<file path="src/rtl/cmdring_pkg.sv">
package cmdring_pkg;

    localparam int DATA_W       = 64;
    localparam int ENTRY_BYTES  = 16;
    localparam int DEF_ADDR_W   = 52;
    localparam int DEF_PTR_W    = 19;
    localparam int CODE_W       = 4;
    localparam int CODE_POS     = 56;
    localparam int BASE_LO      = 12;
    localparam int CTRL_EN_POS  = 12;
    localparam int STATUS_W     = 8;
    localparam int STAT_CW_DONE = 2;
    localparam int STAT_RUN     = 4;
    localparam logic [CODE_W-1:0] CODE_RESET = 4'd8;

    typedef enum logic [1:0] {
        SEL_CTRL = 2'd0,
        SEL_BASE = 2'd1,
        SEL_HEAD = 2'd2,
        SEL_TAIL = 2'd3
    } reg_sel_e;

    typedef enum logic [1:0] {
        KIND_CWAIT,
        KIND_INVAL,
        KIND_UNKNOWN
    } cmd_kind_e;

    typedef struct packed {
        logic [3:0] opcode;
        cmd_kind_e  kind;
    } cmd_info_t;

    typedef enum logic [2:0] {
        ST_IDLE,
        ST_RD_REQ,
        ST_RD_WAIT,
        ST_DECODE,
        ST_WR_REQ,
        ST_RETIRE
    } eng_state_e;

    function automatic cmd_kind_e classify(input logic [3:0] op);
        case (op)
            4'd1:                    return KIND_CWAIT;
            4'd2, 4'd3, 4'd4, 4'd5:  return KIND_INVAL;
            default:                 return KIND_UNKNOWN;
        endcase
    endfunction

endpackage

</file>
<file path="src/rtl/cmdring_regs.sv">
module cmdring_regs
    import cmdring_pkg::*;
#(
    parameter int ADDR_W = DEF_ADDR_W,
    parameter int PTR_W  = DEF_PTR_W
) (
    input  logic              clk,
    input  logic              rst,
    input  logic              wr_en,
    input  logic [1:0]        wr_sel,
    input  logic [DATA_W-1:0] wr_data,
    input  logic              adv_en,
    input  logic [PTR_W-1:0]  adv_head,
    output logic              enable,
    output logic [ADDR_W-1:0] base,
    output logic [CODE_W-1:0] code,
    output logic [PTR_W-1:0]  head,
    output logic [PTR_W-1:0]  tail,
    output logic              arm
);
    localparam int PTR_LO = 4;

    logic [PTR_W-1:0] ptr_masked;
    assign ptr_masked = {wr_data[PTR_W-1:PTR_LO], {PTR_LO{1'b0}}};
    assign arm = wr_en;

    always_ff @(posedge clk) begin
        if (rst) begin
            enable <= 1'b0;
            base   <= '0;
            code   <= CODE_RESET;
            head   <= '0;
            tail   <= '0;
        end else begin
            if (adv_en)
                head <= adv_head;
            if (wr_en) begin
                case (reg_sel_e'(wr_sel))
                    SEL_CTRL: enable <= wr_data[CTRL_EN_POS];
                    SEL_BASE: begin
                        base <= {wr_data[ADDR_W-1:BASE_LO], {BASE_LO{1'b0}}};
                        code <= wr_data[CODE_POS +: CODE_W];
                    end
                    SEL_HEAD: head <= ptr_masked;
                    default:  tail <= ptr_masked;
                endcase
            end
        end
    end
endmodule

</file>
<file path="src/rtl/cmdring_decode.sv">
module cmdring_decode
    import cmdring_pkg::*;
#(
    parameter int ADDR_W = DEF_ADDR_W
) (
    input  logic [DATA_W-1:0] word0,
    output cmd_info_t         info,
    output logic [ADDR_W-1:0] store_addr
);
    localparam int OP_POS = DATA_W - 4;

    always_comb begin
        info.opcode = word0[OP_POS +: 4];
        info.kind   = classify(word0[OP_POS +: 4]);
        store_addr  = {word0[ADDR_W-1:3], 3'b000};
    end
endmodule

</file>
<file path="src/rtl/cmdring_engine.sv">
module cmdring_engine
    import cmdring_pkg::*;
#(
    parameter int ADDR_W = DEF_ADDR_W,
    parameter int PTR_W  = DEF_PTR_W
) (
    input  logic              clk,
    input  logic              rst,
    input  logic              enable,
    input  logic [ADDR_W-1:0] base,
    input  logic [CODE_W-1:0] code,
    input  logic [PTR_W-1:0]  head,
    input  logic [PTR_W-1:0]  tail,
    input  logic              arm,
    input  cmd_info_t         info,
    input  logic [ADDR_W-1:0] store_addr,
    output logic [DATA_W-1:0] word0,
    output logic              mem_req_valid,
    input  logic              mem_req_ready,
    output logic              mem_req_write,
    output logic [ADDR_W-1:0] mem_req_addr,
    output logic [DATA_W-1:0] mem_req_wdata,
    input  logic              mem_rsp_valid,
    input  logic [DATA_W-1:0] mem_rsp_data,
    output logic              adv_en,
    output logic [PTR_W-1:0]  adv_head,
    output logic              cw_done
);
    localparam int WIDE_W = PTR_W + 1;

    eng_state_e        state;
    logic              pending;
    logic              beat;
    logic [DATA_W-1:0] word1;
    logic [WIDE_W-1:0] ring_bytes;
    logic [WIDE_W-1:0] head_inc;
    logic [ADDR_W-1:0] fetch_addr;

    assign ring_bytes = WIDE_W'(ENTRY_BYTES) << code;
    assign head_inc   = {1'b0, head} + WIDE_W'(ENTRY_BYTES);
    assign adv_head   = (head_inc == ring_bytes) ? '0 : head_inc[PTR_W-1:0];
    assign adv_en     = (state == ST_RETIRE);
    assign fetch_addr = base + ADDR_W'(head) + ADDR_W'({beat, 3'b000});

    always_comb begin
        mem_req_valid = 1'b0;
        mem_req_write = 1'b0;
        mem_req_addr  = fetch_addr;
        mem_req_wdata = word1;
        case (state)
            ST_RD_REQ: mem_req_valid = 1'b1;
            ST_WR_REQ: begin
                mem_req_valid = 1'b1;
                mem_req_write = 1'b1;
                mem_req_addr  = store_addr;
            end
            default: ;
        endcase
    end

    always_ff @(posedge clk) begin
        if (rst) begin
            state   <= ST_IDLE;
            pending <= 1'b0;
            beat    <= 1'b0;
            word0   <= '0;
            word1   <= '0;
            cw_done <= 1'b0;
        end else begin
            if (arm)
                pending <= 1'b1;
            case (state)
                ST_IDLE: begin
                    if (pending) begin
                        if (!arm)
                            pending <= 1'b0;
                        if (enable && (head != tail)) begin
                            beat  <= 1'b0;
                            state <= ST_RD_REQ;
                        end
                    end
                end
                ST_RD_REQ: begin
                    if (mem_req_ready)
                        state <= ST_RD_WAIT;
                end
                ST_RD_WAIT: begin
                    if (mem_rsp_valid) begin
                        if (!beat) begin
                            word0 <= mem_rsp_data;
                            beat  <= 1'b1;
                            state <= ST_RD_REQ;
                        end else begin
                            word1 <= mem_rsp_data;
                            state <= ST_DECODE;
                        end
                    end
                end
                ST_DECODE: begin
                    state <= (info.kind == KIND_CWAIT) ? ST_WR_REQ : ST_RETIRE;
                end
                ST_WR_REQ: begin
                    if (mem_req_ready) begin
                        cw_done <= 1'b1;
                        state   <= ST_RETIRE;
                    end
                end
                default: state <= ST_IDLE;
            endcase
        end
    end
endmodule

</file>
<file path="src/rtl/cmd_ring_proc.sv">
module cmd_ring_proc
    import cmdring_pkg::*;
#(
    parameter int ADDR_W = DEF_ADDR_W,
    parameter int PTR_W  = DEF_PTR_W
) (
    input  logic                clk,
    input  logic                rst,
    input  logic                reg_wr_en,
    input  logic [1:0]          reg_wr_sel,
    input  logic [DATA_W-1:0]   reg_wr_data,
    output logic                mem_req_valid,
    input  logic                mem_req_ready,
    output logic                mem_req_write,
    output logic [ADDR_W-1:0]   mem_req_addr,
    output logic [DATA_W-1:0]   mem_req_wdata,
    input  logic                mem_rsp_valid,
    input  logic [DATA_W-1:0]   mem_rsp_data,
    output logic [PTR_W-1:0]    head_o,
    output logic [STATUS_W-1:0] status_o
);
    logic              enable;
    logic [ADDR_W-1:0] base;
    logic [CODE_W-1:0] code;
    logic [PTR_W-1:0]  tail;
    logic              arm;
    logic              adv_en;
    logic [PTR_W-1:0]  adv_head;
    logic              cw_done;
    logic [DATA_W-1:0] word0;
    cmd_info_t         info;
    logic [ADDR_W-1:0] store_addr;

    cmdring_regs #(.ADDR_W(ADDR_W), .PTR_W(PTR_W)) u_regs (
        .clk(clk), .rst(rst),
        .wr_en(reg_wr_en), .wr_sel(reg_wr_sel), .wr_data(reg_wr_data),
        .adv_en(adv_en), .adv_head(adv_head),
        .enable(enable), .base(base), .code(code),
        .head(head_o), .tail(tail), .arm(arm)
    );

    cmdring_decode #(.ADDR_W(ADDR_W)) u_dec (
        .word0(word0), .info(info), .store_addr(store_addr)
    );

    cmdring_engine #(.ADDR_W(ADDR_W), .PTR_W(PTR_W)) u_eng (
        .clk(clk), .rst(rst),
        .enable(enable), .base(base), .code(code),
        .head(head_o), .tail(tail), .arm(arm),
        .info(info), .store_addr(store_addr), .word0(word0),
        .mem_req_valid(mem_req_valid), .mem_req_ready(mem_req_ready),
        .mem_req_write(mem_req_write), .mem_req_addr(mem_req_addr),
        .mem_req_wdata(mem_req_wdata),
        .mem_rsp_valid(mem_rsp_valid), .mem_rsp_data(mem_rsp_data),
        .adv_en(adv_en), .adv_head(adv_head), .cw_done(cw_done)
    );

    always_comb begin
        status_o               = '0;
        status_o[STAT_RUN]     = enable;
        status_o[STAT_CW_DONE] = cw_done;
    end
endmodule

</file>
<file path="config.mk">
export PLATFORM = sky130hd
export DESIGN_NAME = cmd_ring_proc
export DESIGN_NICKNAME = d
export VERILOG_FILES = /design/src/rtl/cmdring_pkg.sv /design/src/rtl/cmdring_regs.sv /design/src/rtl/cmdring_decode.sv /design/src/rtl/cmdring_engine.sv /design/src/rtl/cmd_ring_proc.sv
export SDC_FILE = /design/constraint.sdc
export NUM_CORES = 1
export LEC_CHECK = 0
export CORE_ASPECT_RATIO = 1.5
export CORE_MARGIN = 4
export CORE_UTILIZATION = 36
export DETAILED_ROUTE_END_ITERATION = 10
export GPL_TIMING_DRIVEN = 0
export MAX_ROUTING_LAYER = met4
export PLACE_DENSITY_LB_ADDON = 0.25
export REMOVE_ABC_BUFFERS = 1
export SYNTH_ARGS = -nofsm -noshare
export SYNTH_HDL_FRONTEND = slang
export SYNTH_SLANG_ARGS = --single-unit
</file>
<file path="constraint.sdc">
create_clock -name clk -period 3.4 [get_ports clk]
set_input_delay 0.34 -clock clk [delete_from_list [all_inputs] [get_ports clk]]
set_output_delay 0.34 -clock clk [all_outputs]
set_load 0.05 [all_outputs]
</file>
==> qor.yml, run 1 <==
grt_overflow: 0
die_h_microns: 213.2
wirelength_microns: 34480
r2r_end: "u_regs.head[15]"
drive_gt1_share_pct: 13.46
period_share_pct: 99.28
startpoint: "u_regs.head[4]"
hold_viol: 0
syn_inst: 1358
synthSimpleGateAreaFrac_pct: 28.31
rr_worst_depth: 7
synth_xor_xnor_area_share_pct: 7.094
rrSetupSlack_ps: 320
grt_use_total_pct: 22.16
drtIter0Drc: 421
die_area_sq_um: 30870
ir_worst_vdd_mv: 0.4144
die_x_microns: 144.8
synth_ff_type: "dfxtp_1"
clock_sinks: 202
cp.arrival_ps: 3040
synth_area_per_cell_sq_um: 7.442
period_needed_ps: 3375
slew_headroom_pct: 29.45
leakagePower_nw: 5.162
syn_area_sq_um: 10110
async_flop_share_pct: 0
synthAdderAreaFrac_pct: 1.238
synth-edff-count: 0
cp_top_family: "compound AO/OA/AOI/OAI gates"
hold_buffers: 0
wl_per_cell_microns: 17.77
pre_cts_slack_ps: -925.7
path_buf_inv: 3
tightest_slew_ps: 1058
final_cell_mix: "nand2_1, clkdlybuf4s50_1, a21oi_1"
final_common_cell: "nand2_1"
cp_max_fo: 6
fin_util_pct: 52.14
crit_top_cell: "buf_12"
m1WireLength_microns: 13120
drc_errors: 0
coreArea_sq_um: 27500
ys_types: 78
place_congestion: 0.8841
dpl.hpwl_microns: 23950
cpPeakStageDelay_ps: 370
wl_met2_microns: 18340
r2r_start: "u_eng.state[1]"
setup_viol: 0
layout.nets: 1726
total_power_w: 0.005746
clk_pin_slew_ps: 60
cp-start-kind: "flip-flop"
placementRows: 74
synth_compound_area_share_pct: 17.28
drt_pass1_iterations: 5
first_global_vias: 9799
avgViaCountPerCell: 5.198
seq_area_frac_synth_pct: 40.01
initial_core_util_pct: 36.75
fmax_mhz: 296.3
required_ps: 3060
antenna_found_initial: 1
muxShareOfSynthArea_pct: 0.5200
synth_top_family_by_area: "simple AND/OR/NAND/NOR gates"
cp_cell_sequence: "ha_4 -> nand4_4 -> o31ai_4 -> nand4_1 -> a31oi_4 -> buf_12 -> a21oi_4 -> buf_12 -> nor3b_2 -> xnor2_1 -> a21oi_1 -> buf_4"
cts_tree: "built"
hold_path.class: "in -> reg"
ys_warn_count: 0
pin_count: 280
portBuffers: 261
skew_ps: 23.66
num_vias: 10090
ctsLongestPathBuffers: 3
cp-end-kind: "output port"
slowest_stage: "dfxtp_4"
clk-insertion-delay-late_ps: 520
status: "finished, final reports clean"
top_layer: "met4"
cp.depth: 12
grt_setup_unrepaired: "true"
met3RoutedLength_microns: 2017
yosysTopAreaCell: "dfxtp_1"
p_per_area_nw_per_um2: 400.8
h-tree-depth: 1
numCtsBuffers: 23
synth.area.top_cells: "dfxtp_1, nand2_1, a21oi_1, xnor2_1, clkbuf_1"
clock-root-buffer: "clkbuf_16"
synth-seq-cells: 202
grt_pass1_wl_microns: 52900
maxCapViolCount: 0
grt_start_max_net_pins: 123
final_max_slew_viol_count: 0
synth_top_cell_area_share_pct: 40.01
syn2layout_area_growth_pct: 41.88
worstSetupEndpoint: "mem_req_addr[32]"
critPathKind: "reg -> out"
worst_slack_ps: 24.62
ant_nets: 0
==> cells in the mapped netlist (all sizes together) (8+ instances only) <==
| cell | n |
|---|---|
| a211oi | 11 |
| a21oi | 211 |
| and2 | 11 |
| and3 | 9 |
| buf | 34 |
| clkbuf | 76 |
| dfxtp | 202 |
| ha | 10 |
| inv | 12 |
| nand2 | 432 |
| nand3 | 25 |
| nand4 | 15 |
| nor2 | 57 |
| nor3 | 16 |
| nor4 | 18 |
| nor4b | 8 |
| o21ai | 50 |
| xnor2 | 51 |
| xor2 | 30 |
==> how the worst min path moves through the flow <==
stage / start / end / slack [ps] / cells past startpoint
floorplan: rst / u_regs.head[9] / 400 / 1
global placement: u_eng.mem_req_wdata[12] / u_eng.mem_req_wdata[12] / 440 / 2
detailed placement: u_eng.mem_req_wdata[63] / u_eng.mem_req_wdata[63] / 450 / 2
CTS: rst / u_regs.enable / 240 / 2
global route: rst / u_eng.word0[39] / 260 / 2
finish: rst / u_eng.word0[39] / 250 / 2
==> cells by family after synthesis <==
logic type	after synthesis
multiplexers	5
AND/OR/NAND/NOR	626
adder cells (fa/ha/maj)	10
flip-flops	202
XOR/XNOR	81
other	1
AO/OA/AOI/OAI	310
buffers and inverters	123
==> registers in the layout (all words and copies together), names as in the netlist, 3 cells and up <==
register and cells:
u_regs.base 40, u_eng.word0 53, u_eng.mem_req_wdata 64, u_regs.tail 15, u_regs.head 19, u_eng.state 3, u_regs.code 4
==> metal layers <==
metal  track usage, %  vias up
met5                -        -
met4            7.338        0
met3            4.145       59
met2            39.65      270
met1            24.47     4749
li1                 -     5007
==> layout make-up <==
type | count | area, sq um
Multi-Input combinational cell | 1040 | 5943
Sequential cell | 202 | 4096
Clock inverter | 13 | 130.1
Inverter | 13 | 53.80
Fill cell | 2630 | 13160
Clock buffer | 28 | 644.4
Timing Repair Buffer | 301 | 3040
Antenna cell | 1 | 2.502
Tap cell | 342 | 427.9
==> report_power, final <==
group	leakage (nW)	switching, W	internal, W
combinational	3.13	0.000420	0.000310
sequential	1.64	0.0000759	0.00240
clock	0.386	0.00103	0.00150
total	5.16	0.00153	0.00422
==> per-stage QoR <==
step                      hold slack (ps)  TNS (ps)  area [sq um]  instances
after floorplan                     404.6    -41500          9618       1253
after global placement              441.4   -740560         12660       1856
after detailed placement            445.5    -33980         12920       1868
after CTS                           241.1    -295.4         14100       1923
after global routing                264.0     -1921         14340       1940
final                               246.2         0         14340       1940
==> what timing repair did <==
item                       CTS  global route
cloned                       2             0
hold endpoints to repair     0             0
resized for setup          305            64
buffers inserted            12            16
setup endpoints to repair   53            46
pin swaps                   15            34
Note: power is estimated with default switching activity, not from simulation.
==> run 2, diff against run 1 <==
- CTS_CLUSTER_DIAMETER: default -> 120
- PLACE_DENSITY_LB_ADDON: 0.25 -> default
==> run 2 against run 1 <==
Power shrank 0.77%; die area unchanged; highest routed layer unchanged; sequential cell count did not move; critical path depth shrank 2; largest power group unchanged.
==> qor.yml, run 2 (synthesized netlist as in run 1, its figures left out) <==
status: "finished, final reports clean"
fmax_mhz: 299.5  # +1.1%
num-fill-cells: 2693  # +2.4%
ir_worst_vdd_mv: 0.3901  # -5.9%
cpPeakStageDelay_ps: 380  # about the same
portBuffers: 261  # unchanged
setup_viol: 0  # unchanged
clock-root-buffer: "clkbuf_16"
final_cell_area_sq_um: 14200  # -0.93%
largest_register_ffs: 64  # unchanged
required_ps: 3060  # about the same
r2r_end: "u_regs.head[15]"
final_max_slew_viol_count: 0  # unchanged
coreArea_sq_um: 27500  # unchanged
period_share_pct: 98.21  # -1.1 points
p_per_area_nw_per_um2: 401.4  # +0.16%
cts_tree: "built"
final_cell_mix: "nand2_1, clkdlybuf4s50_1, a21oi_1"
grt_pass1_wl_microns: 53550  # +1.2%
drt_pass1_iterations: 5  # unchanged
worstSetupEndpoint: "mem_req_addr[41]"
sw_frac_of_total_pct: 26.57  # -0.064 points
die_x_microns: 144.8  # unchanged
cp-start-kind: "flip-flop"
clk-insertion-delay-late_ps: 520  # about the same
leakagePower_nw: 5.134  # -0.53%
p_clk_share_pct: 43.8  # -0.4 points
cp_cell_sequence: "ha_4 -> nand2_4 -> o41ai_4 -> a31o_2 -> a21oi_4 -> o21a_4 -> nor4b_4 -> xnor2_1 -> o21ai_1 -> buf_6"
cp-end-kind: "output port"
grt_overflow: 0  # unchanged
slew_headroom_pct: 29.51  # +0.059 points
cp.arrival_ps: 3000  # -40 ps
maxCapViolCount: 0  # unchanged
layout.nets: 1720  # -0.35%
seqCellArea_sq_um: 4100  # about the same
drive_gt1_share_pct: 12.00  # -1.5 points
avgViaCountPerCell: 5.161  # -0.73%
wl_per_cell_microns: 18.00  # +1.3%
cp_max_fo: 5  # -1
grt_start_max_net_pins: 106  # -14%
ant_nets: 0  # unchanged
seq_power_share_pct: 43.4  # +0.3 points
syn2layout_area_growth_pct: 40.56
placed_cell_area_sq_um: 12900  # -0.12%
drtIter0Drc: 445  # +5.7%
fin_util_pct: 51.66  # -0.49 points
ctsLongestPathBuffers: 3  # unchanged
tightest_slew_ps: 1054  # -3.837 ps
pin_count: 280  # unchanged
slowest_stage: "o41ai_4"
combPwrFrac_pct: 12.8  # about the same
r2r_start: "u_eng.state[1]"
skew_ps: 10.48  # -13.18 ps
first_global_vias: 9906  # +1.1%
antenna_found_initial: 1  # unchanged
wirelength_microns: 34830  # +1.0%
clk_pin_slew_ps: 60  # about the same
critPathKind: "reg -> out"
die_h_microns: 213.2  # unchanged
p_int_w: 0.004187  # -0.68%
h-tree-depth: 1  # unchanged
drc_errors: 0  # unchanged
startpoint: "u_regs.head[12]"
die_area_sq_um: 30870  # unchanged
p_sw_w: 0.001515  # -1.0%
num_vias: 9986  # -0.98%
rr_worst_depth: 7  # unchanged
period_needed_ps: 3339  # -36.29 ps
hold_path.class: "in -> reg"
numCtsBuffers: 23  # unchanged
place_congestion: 0.9183  # +3.9%
multi_input_area_sq_um: 5872  # -1.2%
placementRows: 74  # unchanged
initial_core_util_pct: 36.75  # unchanged
dpl.hpwl_microns: 24370  # +1.7%
grt_use_total_pct: 22.53  # +0.37 points
grt_setup_unrepaired: "true"
final_common_cell: "nand2_1"
clock_sinks: 202  # unchanged
rrSetupSlack_ps: 340  # +20 ps
hold_viol: 0  # unchanged
-- run 2: what timing repair did --
| item | CTS | global route |
|---|---|---|
| pin swaps | 10 | 27 |
| hold buffers | 0 | 0 |
| gates resized for setup | 284 | 48 |
| setup buffers | 9 | 15 |
| gates cloned | 1 | 0 |
| setup endpoints to repair | 53 | 40 |
-- run 2: power by group through the flow --
| stage | clock, W | combinational [W] | sequential (W) |
|---|---|---|---|
| after floorplan | 0 | 0.000314 | 0.00255 |
| after CTS | 0.00257 | 0.000725 | 0.00247 |
| final | 0.00250 | 0.000731 | 0.00248 |
| after global routing | 0.00266 | 0.000780 | 0.00248 |
| after global placement | 0 | 0.000711 | 0.00253 |
| after detailed placement | 0 | 0.000713 | 0.00253 |
-- run 2: critical path, delay by kind of cell (launching register included) --
family	cells	cell delay [ps]
buffers and inverters	1	180
adders and majority gates	1	290
xor gates and xnor gates	1	110
AOI/OAI and AO/OA	5	1190
DFF	1	360
and+or+nand+nor	2	350
-- run 2: routing by layer --
layer	vias to the layer above	GRT usage (%)	routed length (microns)	part of all wire, %
met5	-	-	0	0
met4	0	8.046	1098	3.2
met3	63	4.885	2184	6.3
met2	282	39.82	18150	52
met1	4652	24.63	13400	38
li1	4989	-	-	-
-- run 2: cell type report --
cell class / count / share of cell area (%)
flip-flops and latches: 202 / 28.86
clock buffers: 33 / 4.527
multi-input cells: 1039 / 41.34
inverters: 13 / 0.3964
diodes: 1 / 0.01762
repair buffers: 296 / 21.05
well taps: 342 / 3.012
clock inverters: 9 / 0.7927
-- run 2: worst min-delay path by stage --
stage               cells past startpoint                       to                    start
global route                            2  u_eng.mem_req_wdata[41]                      rst
floorplan                               1           u_regs.head[9]                      rst
global placement                        2  u_eng.mem_req_wdata[12]  u_eng.mem_req_wdata[12]
detailed placement                      2  u_eng.mem_req_wdata[51]  u_eng.mem_req_wdata[51]
CTS                                     2           u_eng.state[0]                      rst
finish                                  2  u_eng.mem_req_wdata[16]                      rst
-- run 2: stage by stage --
stage	setup TNS, ps	power (W)	worst slack (ps)	hold WS, ps	std cells
detailed placement	-36690	0.003248	-918.2	446.6	1868
floorplan	-41500	0.002867	-1173	404.6	1253
global placement	-741580	0.003245	-3982	440.9	1856
CTS	-33.18	0.005769	-14.00	305.9	1920
global route	-480.2	0.005924	-118.4	323.8	1935
finish	0	0.005702	60.90	284.0	1935
==> run 3, diff against run 2 <==
- CORE_UTILIZATION: 36 -> 40
- PLACE_DENSITY: default -> 0.69
- clock period: 3.4 -> 4.1 ns (I/O delays scaled with it)
==> run 3 against run 2 <==
Global-route usage rose by 0.96 points; critical endpoint is now mem_req_addr[48]; clock skew decreased by 1.6 ps; count of clock-buffer cells in the layout did not move; cell count fell by 1.8%; via count is 1.6% lower; hold slack improved by 6.5 ps; design area down 3.5%; utilization rose by 3.3 points; register-to-register slack improved by 770 ps; non-clock buffer count shrank 20; sequential cell count unchanged; die area is 9.5% lower.
==> qor.yml, run 3 (synthesized netlist as in run 1, its figures left out) <==
status: "finished, final reports clean"
clock-root-buffer: "clkbuf_16"
wirelength_microns: 32920  # -5.5%
largest_register_ffs: 64  # unchanged
cp-end-kind: "output port"
syn2layout_area_growth_pct: 35.63
tightest_slew_ps: 982.7  # -71.74 ps
avgViaCountPerCell: 5.172  # +0.22%
finalHoldWorstSlack_ps: 290.6  # +6.529 ps
grt_use_total_pct: 23.48  # +0.96 points
cp.arrival_ps: 3570  # +570 ps
fin_util_pct: 54.91  # +3.3 points
required_ps: 3690  # +630 ps
slowest_stage: "dfxtp_1"
cp_max_fo: 8  # +3
num_vias: 9827  # -1.6%
seq_power_share_pct: 43.0  # -0.4 points
hold_viol: 0  # unchanged
drtIter0Drc: 503  # +13%
portBuffers: 261  # unchanged
p_per_area_nw_per_um2: 349.3  # -13%
initial_core_util_pct: 40.48  # +3.7 points
coreArea_sq_um: 24960  # -9.2%
clk_pin_slew_ps: 60  # about the same
die_area_sq_um: 27920  # -9.5%
drc_errors: 0  # unchanged
final_common_cell: "nand2_1"
sw_frac_of_total_pct: 25.53  # -1.0 points
layout.nets: 1699  # -1.2%
combPwrFrac_pct: 12.1  # -0.7 points
clock_sinks: 202  # unchanged
wl_per_cell_microns: 17.33  # -3.7%
cp_cell_sequence: "ha_1 -> a21oi_1 -> o31ai_4 -> a41oi_1 -> o21ai_2 -> a21oi_2 -> nor4_2 -> xnor2_1 -> o21ai_1 -> clkdlybuf4s15_2"
maxCapViolCount: 0  # unchanged
slew_headroom_pct: 34.31  # +4.8 points
pin_count: 280  # unchanged
drt_pass1_iterations: 5  # unchanged
setup_viol: 0  # unchanged
ant_nets: 0  # unchanged
leakagePower_nw: 4.704  # -8.4%
antenna_found_initial: 2  # +1
grt_pass1_wl_microns: 51160  # -4.5%
skew_ps: 8.927  # -1.553 ps
cpPeakStageDelay_ps: 570  # +190 ps
h-tree-depth: 1  # unchanged
placementRows: 71  # -4.1%
ctsLongestPathBuffers: 3  # unchanged
cts_tree: "built"
total_power_w: 0.004788  # -16%
numCtsBuffers: 22  # -4.3%
first_global_vias: 9690  # -2.2%
hold_path.class: "in -> reg"
clk-insertion-delay-late_ps: 510  # about the same
grt_overflow: 0  # unchanged
die_h_microns: 202.7  # -4.9%
fmax_mhz: 251.1
final_max_slew_viol_count: 0  # unchanged
p_sw_w: 0.001222  # -19%
placed_cell_area_sq_um: 12860  # -0.32%
final_cell_mix: "nand2_1, clkdlybuf4s50_1, a21oi_1"
p_clk_share_pct: 44.9  # +1.1 points
critPathKind: "reg -> out"
drive_gt1_share_pct: 9.236  # -2.8 points
period_share_pct: 97.12
p_int_w: 0.003566  # -15%
period_needed_ps: 3982
final_cell_area_sq_um: 13710  # -3.5%
ir_worst_vdd_mv: 0.3494  # -10%
hold_buffers: 0  # unchanged
die_x_microns: 137.8  # -4.8%
place_congestion: 0.9045  # -1.5%
grt_start_max_net_pins: 133  # +25%
cp-start-kind: "flip-flop"
dpl.hpwl_microns: 23570  # -3.3%
==> run 3: cell types whose count changed in the layout (fill, tap and decap cells not counted), sizes merged, moves of 2 or more <==
cell	previous run	this run
buf	65	33
clkdlybuf4s50	209	226
dlygate4sd2	12	2
clkbuf	36	38
dlymetal6s2s	5	0
clkinv	5	3
clkdlybuf4s15	2	9
==> run 3: worst paths after layout <==
check,start,end,slack (ps),cells past startpoint
worst min register to register,u_eng.mem_req_wdata[46],u_eng.mem_req_wdata[46],450,2
worst min-delay path,rst,u_eng.word0[39],290,2
worst max-delay path,u_regs.head[13],mem_req_addr[48],120,10
worst max register to register,u_eng.state[1],u_regs.head[15],1110,7
==> run 3: through the flow <==
stage          instances  TNS, ps  setup slack, ps
2_1_floorplan       1253   -14160           -543.1
3_3_place_gp        1842  -551220            -3191
3_5_place_dp        1853    -5582           -483.3
4_1_cts             1893   -26.83           -9.601
5_1_grt             1900   -10.30           -6.403
6_report            1900        0            118.1
==> run 3: power by group through the flow <==
stage               clock network [W]  registers, W  logic (W)
floorplan                           0       0.00212   0.000261
global placement                    0       0.00210   0.000581
detailed placement                  0       0.00210   0.000583
CTS                           0.00221       0.00206   0.000581
global route                  0.00228       0.00207   0.000618
finish                        0.00215       0.00206   0.000579
==> run 3: routing by layer <==
metal  global-route usage [%]  up-vias  share of wire (%)
li1                         -     4931                  -
met1                    25.39     4549                 38
met2                    41.78      276                 52
met3                    4.958       71                6.2
met4                    8.545        0                3.6
met5                        -        -                  0
==> run 3: cell type report <==
type	count	area, sq um
Antenna cell	2	5.005
Clock buffer	33	673.1
Clock inverter	7	116.4
Fill cell	2416	11260
Inverter	13	51.30
Multi-Input combinational cell	1039	5649
Sequential cell	202	4055
Tap cell	328	410.4
Timing Repair Buffer	276	2746
==> run 3: critical path: cells and delay by family (launching register included) <==
family	cells	cell delay [ps]
adder cells (fa/ha/maj)	1	350
AO/OA/AOI/OAI	6	1470
buffers and inverters	1	390
flip-flops	1	570
XOR/XNOR	1	150
AND/OR/NAND/NOR	1	120
==> run 3: what timing repair did <==
item,in CTS,in global routing
gates cloned,0,1
pin swaps,0,3
setup endpoints to repair,47,33
buffers inserted,0,4
gates resized for setup,116,60
